===== config.mk =====
export PLATFORM = sky130hd
export DESIGN_NAME = txretry_ctrl
export DESIGN_NICKNAME = d
export VERILOG_FILES = /design/src/rtl/txr_pkg.sv /design/src/rtl/txr_win_cnt.sv /design/src/rtl/txr_backoff.sv /design/src/rtl/txretry_ctrl.sv
export SDC_FILE = /design/constraint.sdc
export NUM_CORES = 1
export LEC_CHECK = 0
export BUFFER_PORTS_ARGS = -buffer_cell sky130_fd_sc_hd__clkbuf_2
export CORE_UTILIZATION = 29
export DETAILED_ROUTE_END_ITERATION = 8
export PLACE_DENSITY = 0.48
export SYNTH_ARGS = -nofsm -noshare
export SYNTH_HDL_FRONTEND = slang
export SYNTH_SLANG_ARGS = --single-unit

===== constraint.sdc =====
create_clock -name clk -period 1.7 [get_ports clk]
set_input_delay 0.255 -clock clk [delete_from_list [all_inputs] [get_ports clk]]
set_output_delay 0.255 -clock clk [all_outputs]
set_load 0.02 [all_outputs]

===== src/rtl/txr_pkg.sv =====
package txr_pkg;
  typedef enum logic [1:0] {S_IDLE, S_XMIT, S_JAM, S_WAIT} txr_state_e;

  localparam logic [3:0] ST_OK   = 4'b0001;
  localparam logic [3:0] ST_RTRY = 4'b0010;
  localparam logic [3:0] ST_LATE = 4'b0100;
  localparam logic [3:0] ST_CRS  = 4'b1000;
endpackage


===== src/rtl/txr_win_cnt.sv =====
module txr_win_cnt #(
  parameter int WIN_BYTES = 64
) (
  input  logic clk,
  input  logic rst,
  input  logic clr,
  input  logic byte_sent,
  output logic passed
);
  localparam int CW = $clog2(WIN_BYTES + 1);

  logic [CW-1:0] cnt;

  assign passed = (cnt == CW'(WIN_BYTES));

  always_ff @(posedge clk) begin
    if (rst || clr) cnt <= '0;
    else if (byte_sent && !passed) cnt <= cnt + 1'b1;
  end
endmodule


===== src/rtl/txr_backoff.sv =====
module txr_backoff #(
  parameter int SLOT_BITS = 512,
  parameter int CAP       = 10,
  parameter int ATT_W     = 5
) (
  input  logic             clk,
  input  logic             rst,
  input  logic             start,
  input  logic             bit_tick,
  input  logic [ATT_W-1:0] n,
  output logic             busy,
  output logic             done
);
  localparam int SC_W = (SLOT_BITS > 2) ? $clog2(SLOT_BITS) : 1;

  logic [15:0]     lfsr;
  logic [CAP-1:0]  mask;
  logic [CAP-1:0]  slots_left;
  logic [SC_W-1:0] slot_cnt;
  int              exp_v;

  always_comb begin
    exp_v = (int'(n) > CAP) ? CAP : int'(n);
    for (int i = 0; i < CAP; i++) mask[i] = (i < exp_v);
  end

  always_ff @(posedge clk) begin
    if (rst) begin
      lfsr       <= 16'hACE1;
      busy       <= 1'b0;
      done       <= 1'b0;
      slots_left <= '0;
      slot_cnt   <= '0;
    end else begin
      lfsr <= {1'b0, lfsr[15:1]} ^ (lfsr[0] ? 16'hB400 : 16'h0000);
      done <= 1'b0;
      if (start) begin
        busy       <= 1'b1;
        slots_left <= lfsr[CAP-1:0] & mask;
        slot_cnt   <= '0;
      end else if (busy) begin
        if (slots_left == '0) begin
          busy <= 1'b0;
          done <= 1'b1;
        end else if (bit_tick) begin
          if (slot_cnt == SC_W'(SLOT_BITS - 1)) begin
            slot_cnt   <= '0;
            slots_left <= slots_left - 1'b1;
          end else begin
            slot_cnt <= slot_cnt + 1'b1;
          end
        end
      end
    end
  end
endmodule


===== src/rtl/txretry_ctrl.sv =====
module txretry_ctrl
  import txr_pkg::*;
#(
  parameter int PTR_W     = 11,
  parameter int WIN_BYTES = 64,
  parameter int MAX_ATT   = 16,
  parameter int JAM_BITS  = 32,
  parameter int SLOT_BITS = 512,
  parameter int BO_CAP    = 10,
  localparam int ATT_W    = $clog2(MAX_ATT + 1)
) (
  input  logic             clk,
  input  logic             rst,
  input  logic             bit_tick,
  input  logic             tx_start,
  input  logic [PTR_W-1:0] start_ptr,
  input  logic [PTR_W-1:0] rd_ptr,
  input  logic             byte_sent,
  input  logic             frame_end,
  input  logic             collision,
  input  logic             carrier,
  input  logic             full_duplex,
  input  logic             retry_dis,
  output logic             rewind,
  output logic [PTR_W-1:0] rewind_ptr,
  output logic [PTR_W-1:0] free_ptr,
  output logic             jam_req,
  output logic             backoff_busy,
  output logic             retry_go,
  output logic             done,
  output logic [3:0]       status,
  output logic [ATT_W-1:0] attempt_num
);
  localparam int JAM_W = (JAM_BITS > 2) ? $clog2(JAM_BITS) : 1;

  txr_state_e       state;
  logic [PTR_W-1:0] base;
  logic [JAM_W-1:0] jam_cnt;
  logic             retry_pend;
  logic             crs_lost;
  logic [3:0]       end_code;
  logic             win_passed;
  logic             win_clr;
  logic             bo_start;
  logic             bo_done;
  logic             retain;
  logic             col_v;

  assign retain  = !(full_duplex || retry_dis);
  assign col_v   = collision && !full_duplex;
  assign win_clr = (state == S_IDLE && tx_start) || (state == S_WAIT && bo_done);

  txr_win_cnt #(.WIN_BYTES(WIN_BYTES)) win_i (
    .clk(clk), .rst(rst), .clr(win_clr), .byte_sent(byte_sent), .passed(win_passed)
  );

  txr_backoff #(.SLOT_BITS(SLOT_BITS), .CAP(BO_CAP), .ATT_W(ATT_W)) bo_i (
    .clk(clk), .rst(rst), .start(bo_start), .bit_tick(bit_tick),
    .n(attempt_num), .busy(backoff_busy), .done(bo_done)
  );

  always_ff @(posedge clk) begin
    if (rst) begin
      state       <= S_IDLE;
      base        <= '0;
      jam_cnt     <= '0;
      retry_pend  <= 1'b0;
      crs_lost    <= 1'b0;
      end_code    <= '0;
      rewind      <= 1'b0;
      rewind_ptr  <= '0;
      free_ptr    <= '0;
      jam_req     <= 1'b0;
      retry_go    <= 1'b0;
      done        <= 1'b0;
      status      <= '0;
      attempt_num <= '0;
      bo_start    <= 1'b0;
    end else begin
      rewind   <= 1'b0;
      retry_go <= 1'b0;
      done     <= 1'b0;
      bo_start <= 1'b0;
      free_ptr <= (state != S_IDLE && retain && !win_passed) ? base : rd_ptr;
      case (state)
        S_IDLE: begin
          if (tx_start) begin
            base        <= start_ptr;
            attempt_num <= ATT_W'(1);
            crs_lost    <= 1'b0;
            state       <= S_XMIT;
          end
        end
        S_XMIT: begin
          if (!full_duplex && !carrier) crs_lost <= 1'b1;
          if (col_v) begin
            jam_req <= 1'b1;
            jam_cnt <= '0;
            state   <= S_JAM;
            if (retry_dis) begin
              retry_pend <= 1'b0;
              end_code   <= ST_RTRY;
            end else if (win_passed) begin
              retry_pend <= 1'b0;
              end_code   <= ST_LATE;
            end else if (attempt_num == ATT_W'(MAX_ATT)) begin
              retry_pend <= 1'b0;
              end_code   <= ST_RTRY;
            end else begin
              retry_pend <= 1'b1;
              rewind     <= 1'b1;
              rewind_ptr <= base;
            end
          end else if (frame_end) begin
            done   <= 1'b1;
            status <= ST_OK | ((crs_lost || (!full_duplex && !carrier)) ? ST_CRS : 4'b0000);
            state  <= S_IDLE;
          end
        end
        S_JAM: begin
          if (bit_tick) begin
            if (jam_cnt == JAM_W'(JAM_BITS - 1)) begin
              jam_req <= 1'b0;
              if (retry_pend) begin
                bo_start <= 1'b1;
                state    <= S_WAIT;
              end else begin
                done   <= 1'b1;
                status <= end_code | (crs_lost ? ST_CRS : 4'b0000);
                state  <= S_IDLE;
              end
            end else begin
              jam_cnt <= jam_cnt + 1'b1;
            end
          end
        end
        S_WAIT: begin
          if (bo_done) begin
            retry_go    <= 1'b1;
            attempt_num <= attempt_num + 1'b1;
            state       <= S_XMIT;
          end
        end
        default: state <= S_IDLE;
      endcase
    end
  end
endmodule


Word-level counts from Yosys, hierarchy flattened
Cells that the tools add are included.
{"block": "word_totals", "reg_bits": 104, "out_inout_bits": 36, "elab_cells": 169}
{"block": "op_classes", "addsub": 5, "magnitude_cmp": 11, "n_eq_ne": 19, "muxes": 57, "bitwise": 14, "n_reduce_logical": 42}
{"op": "4-bit by 32-bit < comparator with 1-bit output (first input constant)", "n": 4}
{"op": "3-bit by 32-bit < comparator with 1-bit output (first input constant)", "n": 2}
{"op": "5-bit by 32-bit < comparator with 1-bit output (first input constant)", "n": 2}
{"op": "10-bit 2-to-1 mux", "n": 5}
{"op": "4-bit 2-to-1 mux", "n": 10}
{"op": "1-bit by 32-bit < comparator with 1-bit output (first input constant)", "n": 1}
{"op": "2-bit by 32-bit < comparator with 1-bit output (first input constant)", "n": 1}
{"op": "5-bit 2-to-1 mux", "n": 6}
{"op": "2-bit inequality test (second input constant)", "n": 10}
{"op": "5-bit one-hot mux with 2 select lines", "n": 2}
{"op": "1-bit 2-to-1 mux", "n": 19}
{"op": "16-bit 2-to-1 mux", "n": 1}
{"op": "15-bit by 16-bit bitwise XOR with 16-bit output", "n": 1}
{"op": "2-bit 2-to-1 mux", "n": 7}
{"op": "2-bit nonzero test", "n": 7}
{"op": "3-bit AND reduction", "n": 4}
{"op": "4-bit AND reduction", "n": 3}
{"op": "11-bit 2-to-1 mux", "n": 1}
{"op": "1-bit inverter", "n": 11}
{"op": "5-bit by 1-bit adder with 5-bit output (second input constant)", "n": 2}
{"op": "10-bit bitwise AND", "n": 1}
{"op": "5-bit == test (second input constant)", "n": 2}
{"op": "10-bit zero test", "n": 1}
{"op": "5-bit AND reduction", "n": 2}
{"op": "other kinds (25)", "n": 43}

Logic depth before layout (Yosys ltp)
{"block": "depth", "ltp_word": 7, "depth_mapped": 8, "mapped_depth_nobuf": 8}

By module
Synthesis repeated with hierarchy kept, for this count alone.
{"block": "hier_totals", "cells_unflattened": 520, "hier_area_um2": 4541.9}
{"module": "txretry_ctrl", "n_inst": 1, "cells_each": 287, "area_each_um2": 2468.6}
{"module": "txr_backoff", "n_inst": 1, "cells_each": 191, "area_each_um2": 1721.7}
{"module": "txr_win_cnt", "n_inst": 1, "cells_each": 42, "area_each_um2": 351.6}

Worst setup path before layout
OpenSTA, ideal clock, no wires.
{"block": "synth_timing", "path_kind": "register to register", "start": "register attempt_num[1]", "end": "register rewind_ptr[0]", "arrival_ns": 1.953, "t_required_ns": 1.572, "setup_slack_ns": -0.381, "path_stages_with_launch": 9, "n_path_buf": 2, "synth_period_minus_slack_ns": 2.081, "path_cell_list": "dfxtp_1 > clkbuf_1 > inv_1 > ha_1 > nor4bb_2 > a2111oi_4 > buf_6 > mux2i_1 > nor2_1"}
{"block": "synth_via", "elab_chain_len": 3}
{"item": "from (decl)", "line_no": "txretry_ctrl.sv:32", "text": "output logic [ATT_W-1:0] attempt_num"}
{"item": "from (signal assigned)", "line_no": "txretry_ctrl.sv:140", "text": "attempt_num <= attempt_num + 1'b1;"}
{"item": "5-bit == test", "line_no": "txretry_ctrl.sv:106", "text": "end else if (attempt_num == ATT_W'(MAX_ATT)) begin"}
{"item": "1-bit inverter (no line)"}
{"item": "5-bit AND reduction (no line)"}
{"item": "to (signal assigned)", "line_no": "txretry_ctrl.sv:112", "text": "rewind_ptr <= base;"}
{"item": "to (decl)", "line_no": "txretry_ctrl.sv:25", "text": "output logic [PTR_W-1:0] rewind_ptr,"}
No other way between the ends.
A chain may end at the register's enable or synchronous reset.

Worst setup path after layout
{"block": "layout_timing", "start": "register bo_i.slot_cnt[1]", "end": "register bo_i.slots_left[9]"}
{"block": "layout_via", "elab_chain_len": 3}
{"item": "from (decl)", "line_no": "txr_backoff.sv:19", "text": "logic [SC_W-1:0] slot_cnt;"}
{"item": "from (signal assigned)", "line_no": "txr_backoff.sv:50", "text": "slot_cnt <= slot_cnt + 1'b1;"}
{"item": "9-bit == test", "line_no": "txr_backoff.sv:46", "text": "if (slot_cnt == SC_W'(SLOT_BITS - 1)) begin"}
{"item": "2-bit nonzero test (no line)"}
{"item": "4-bit AND reduction (no line)"}
{"item": "to (signal assigned)", "line_no": "txr_backoff.sv:39", "text": "slots_left <= lfsr[CAP-1:0] & mask;"}
{"item": "to (signal assigned)", "line_no": "txr_backoff.sv:48", "text": "slots_left <= slots_left - 1'b1;"}
{"item": "to (decl)", "line_no": "txr_backoff.sv:18", "text": "logic [CAP-1:0] slots_left;"}
No other way between the ends.

==> results by stage <==
Status:
- The run finished, with violations left.
- The final reports fail on negative setup slack.

Clocking:
- The clock tree from TritonCTS is built.
- Clock-pin slew was measured on the worst setup and hold paths at around 0.07 ns.
- The clock passes through at most 2 buffers.
- The H-tree depth is 3.
- The CTS root buffer is clkbuf_16.
- The CTS sink count is 102.
- The number of clock buffers added by TritonCTS is 9.
- The hold-fix buffer count after cts is 0.
- Clock latency on the worst-skew pair, taken at its later pin, is 0.35 ns.

Pwr:
- Combinational logic burns between 10 and 15% of the power.
- For this design the ratio of total power to cell area is around 810 nW/um2.
- The switching power as a share of total power is around a quarter.
- The static leakage is 2.51 nW.
- IR analysis of the VDD net gives a maximum drop of 564 uV.
- The internal power component is around 3.8 mW.
- The clock network fraction of total power is between 30 and 40%.
- Sequential cells burn 49.4% of the power.
- After layout, the design draws a total of 5.13 mW.
- The switching power summed over all nets is roughly 1.4 mW.

Synth:
- In the synthesized netlist the dominant register cell turns out to be dfxtp_1.
- The post-synthesis instance total is 498.
- The sequential share of the synthesized area is approximately 45%.
- Summed over its instances, the top area cell type makes up 45.1% of the synthesized netlist area.
- The xor/xnor share of the synthesized area is under 10%.
- The number of flops mapped to enable cells by yosys is 0.
- The biggest area contributor in the post-synthesis netlist is dfxtp_1.
- The net count after synthesis is 543.
- Sorting the synthesized cells by how often they occur yields 102 x dfxtp_1, 50 x nor2_1, 49 x nand2_1.
- Yosys attributes the largest share of cell area to dfxtp_1 45%, mux2i_1 6.2%, a21oi_1 4.5%, nor2_1 4.1%, nand2_1 4.1%.
- In this run, synthesis produced a sequential element count of 102.
- In this run, distinct cell masters in the synthesized netlist total 66.
- The cell area that synthesis handed to floorplanning was 4520 um2.
- The number of synthesis warnings is 0.
- The per-instance average area after synthesis is about 9.1 um2.
- The share of async-settable or async-resettable flops after synthesis is 0%.
- After synthesis, the largest family of logic cells by area is simple AND/OR/NAND/NOR gates.
- The simple-gate share of the synthesized area is 23.2%.
- The area share of fa/ha/maj cells after synthesis is 3.60%.
- The synthesized netlist devotes around 16% of its cell area to compound gates.
- In the synthesized netlist, mux cells make up 6.20% of the area.
- The leading cell type by number of instances after synthesis is dfxtp_1.

Global route:
- Global routing used 20.1% of the available met1 tracks.
- The routing layer with the top usage in global route is met2.
- Across every metal layer, demand over resource in global routing totals ~16%.
- Entering global routing, the biggest net connects between 50 and 60 pins.
- The via count of the first global-routing pass is 4101.
- For this run, global-route usage on met2 was measured as 24.6%.
- The residual overflow from global routing is 0.
- The initial antenna violation count came to 0.
- The met3 capacity usage during global routing is 5.61%.
- The first global-routing pass estimated ~20000 um of wire.

Layout:
- The count of fill cells added during filler insertion is approximately 1500.
- The sequential cell area in the final layout is ~2100 um2.
- The number of antenna diodes in the final layout is 0.
- The area growth from synthesis to layout is 39.2%.
- In the final design database the tool counted a little under 700 nets.
- The multi-input combinational cell area is 2660 um2.
- The finished layout holds around 830 standard cells, fillers aside.
- In the final layout, the share of cells above drive strength 1 is around 39%.

Floorplanning:
- The number of top-level pins is 68.
- The die is 127 um tall.
- The die covers 16100 um2.
- The floorplan has 45 rows.
- The floorplan step defined a core boundary enclosing around 15000 um2.
- Once the floorplan was initialized, standard cells occupied slightly below 30% of the core.
- The horizontal die dimension is roughly 130 um.

Worst setup path:
- STA classifies the critical path startpoint as a register.
- The setup check on the worst reg-to-reg path leaves a slack of -0.1 ns.
- The critical path goes through ha_4 -> nand3_2 -> nor2_2 -> ha_4 -> and3_4 -> nand4_1 -> o311ai_2 -> a31oi_1.
- The data required time at the worst endpoint is 1.91 ns.
- The capturing element type of the critical path is a register.
- The slowest stage cell on the critical path is dfxtp_2.
- The cell depth of the worst flop-to-flop path is 8.
- The worst register-to-register path ends at bo_i.slots_left[9].
- The largest fanout on the critical path is 3.
- By instance count, the cell type seen most on the critical path is ha_4.
- The worst reg2reg path startpoint is bo_i.slot_cnt[1].
- The peak per-stage delay on the critical path is 0.35 ns.
- For the worst setup path, the data arrival time is 2.01 ns.
- The type of the worst setup path is register to register.

STA:
- Setup repair after global routing could not meet its margin everywhere.
- The final-report hold violation count came to 0.
- On the final layout, the worst clock skew is 0.00959 ns.
- At the pin with the least slew margin, the transition time is 0.569 ns.
- Setup violations remaining at the end of the flow were counted as 15.
- The highest attainable clock frequency is 0.557 GHz.
- The final worst setup slack is -0.0958 ns.
- The final worst-path cycle share is 106%.
- Hold is met by 0.119 ns.
- The time the worst path needs with I/O delays and setup is 1.80 ns.
- The max-slew violation count is 0.
- The relative max-transition margin is 62.1%.

Placed design:
- After legalization and detailed placement, the total HPWL measured 8360 um.
- In this run the tool buffered the top-level ports with 67 buffer cells.
- At the end of routability-driven placement, the weighted congestion stood at 0.797.
- The placed cell count is 787.

Hold path:
- The worst hold path begins at start_ptr[1].
- The path class of the tightest hold or removal check is primary input to register.
- The worst hold path passes through 3 cells.
- The worst hold endpoint is base[1].

Route:
- After the first detailed-routing iteration, the DRC count stood at 208.
- The post-detailed-routing wire length is around 12000 um.
- The detailed router placed slightly above 4000 vias in this run.
- The count of nets left with antenna violations once routing finished came out at 0.
- For this run, design rule violations remaining after detail routing come to 0.
- The wire length per cell is about 15 um.
- The first detailed-routing pass ran for 4 iterations.
- After detailed routing, the number of vias per cell comes to 4.92.

Flow run:
- Across the run, the number of max-cap violations was 0.
## registers in the layout, summed over array words and instances, names as in the netlist, 2 cells and up
signal and flops:
bo_i.lfsr 16, base 11, free_ptr 11, rewind_ptr 11, bo_i.slots_left 10, bo_i.slot_cnt 9
win_i.cnt 7, attempt_num 5, jam_cnt 5, status 4, end_code 2, state 2
## final cells by class
type / instances / area share (%)
clock buffer: 11 / 3.70
clock inverter: 5 / 0.636
inverter: 14 / 0.875
multi-input combinational: 359 / 42.2
sequential: 102 / 32.9
tap: 188 / 3.74
timing repair buffer: 146 / 16.0
## metal layers
metal	vias up	wire length (um)
met5	-	0
met1	1922	5740
met2	85	5560
li1	2040	-
met3	9	750
met4	0	133
## through the flow
| step | cell area [um2] | setup WS (ns) | util [%] | TNS [ns] |
|---|---|---|---|---|
| after global routing | 6290 | -0.178 | 41.4 | -2.85 |
| final | 6290 | -0.0958 | 41.4 | -0.728 |
| after floorplan | 4590 | -0.00272 | - | -0.00971 |
| after global placement | 5510 | -0.0936 | 36.2 | -0.794 |
| after CTS | 6060 | -0.0790 | 39.9 | -0.372 |
| after detailed placement | 5510 | -0.121 | 36.2 | -1.51 |
## worst max-delay path, delay by kind of cell (launching register included)
kind / cells / cell delay, ns
and+or+nand+nor: 4 / 0.50
DFF: 1 / 0.35
adders and majority gates: 2 / 0.32
AOI/OAI and AO/OA: 2 / 0.47
## placed cells by master (no fill, tap or decap), types with 3 or more instances in the layout
cell type / n
dfxtp_1: 85
buf_4: 69
clkbuf_2: 67
nand2_1: 49
nor2_1: 45
a21oi_1: 36
mux2i_1: 28
dfxtp_2: 15
nand3_1: 14
o21ai_0: 14
nand4_1: 10
clkbuf_16: 10
or3_1: 9
nor2b_1: 9
nor3_1: 8
or2_2: 8
xnor2_1: 8
ha_4: 8
inv_1: 7
inv_2: 6
buf_6: 6
o211ai_1: 5
and2_1: 5
a21oi_2: 5
a31oi_1: 4
o21ai_1: 4
nor2_2: 3
a211oi_2: 3
xnor2_2: 3
nand2b_1: 3
xor2_1: 3
o21a_1: 3
ha_1: 3
buf_12: 3
## logic make-up (layout without fill, tap and decap cells)
group	after synthesis	after routing
fa+ha+maj	13	13
simple gates	197	197
xor+xnor	14	14
buf+inv	37	176
compound gates	107	107
flops	102	102
mux	28	28
## repair_timing
item,4_1_cts,5_1_grt
setup endpoints to repair,46,55
cloned,0,1
setup buffers,15,6
pin swaps,19,28
resized for setup,41,43
## power by group through the flow
stage / combinational, mW / clock (mW) / sequential [mW]
2_1_floorplan: 0.309 / 0 / 2.61
3_3_place_gp: 0.561 / 0 / 2.58
3_5_place_dp: 0.564 / 0 / 2.58
4_1_cts: 0.593 / 2.04 / 2.53
5_1_grt: 0.685 / 2.15 / 2.54
6_report: 0.618 / 1.98 / 2.53
## worst max-delay path by stage
| stage | endpoint | cells after the start | from | slack [ns] |
|---|---|---|---|---|
| after CTS | jam_cnt[3] | 7 | jam_cnt[0] | -0.08 |
| after floorplan | jam_cnt[0] | 7 | jam_cnt[0] | -0.003 |
| after global placement | bo_i.slot_cnt[7] | 7 | bo_i.slots_left[0] | -0.09 |
| after global routing | bo_i.slots_left[9] | 7 | bo_i.slot_cnt[5] | -0.18 |
| after detailed placement | bo_i.slots_left[7] | 8 | bo_i.slot_cnt[1] | -0.12 |
| final | bo_i.slots_left[9] | 8 | bo_i.slot_cnt[1] | -0.1 |
Note: power is estimated with default switching activity, not from simulation.
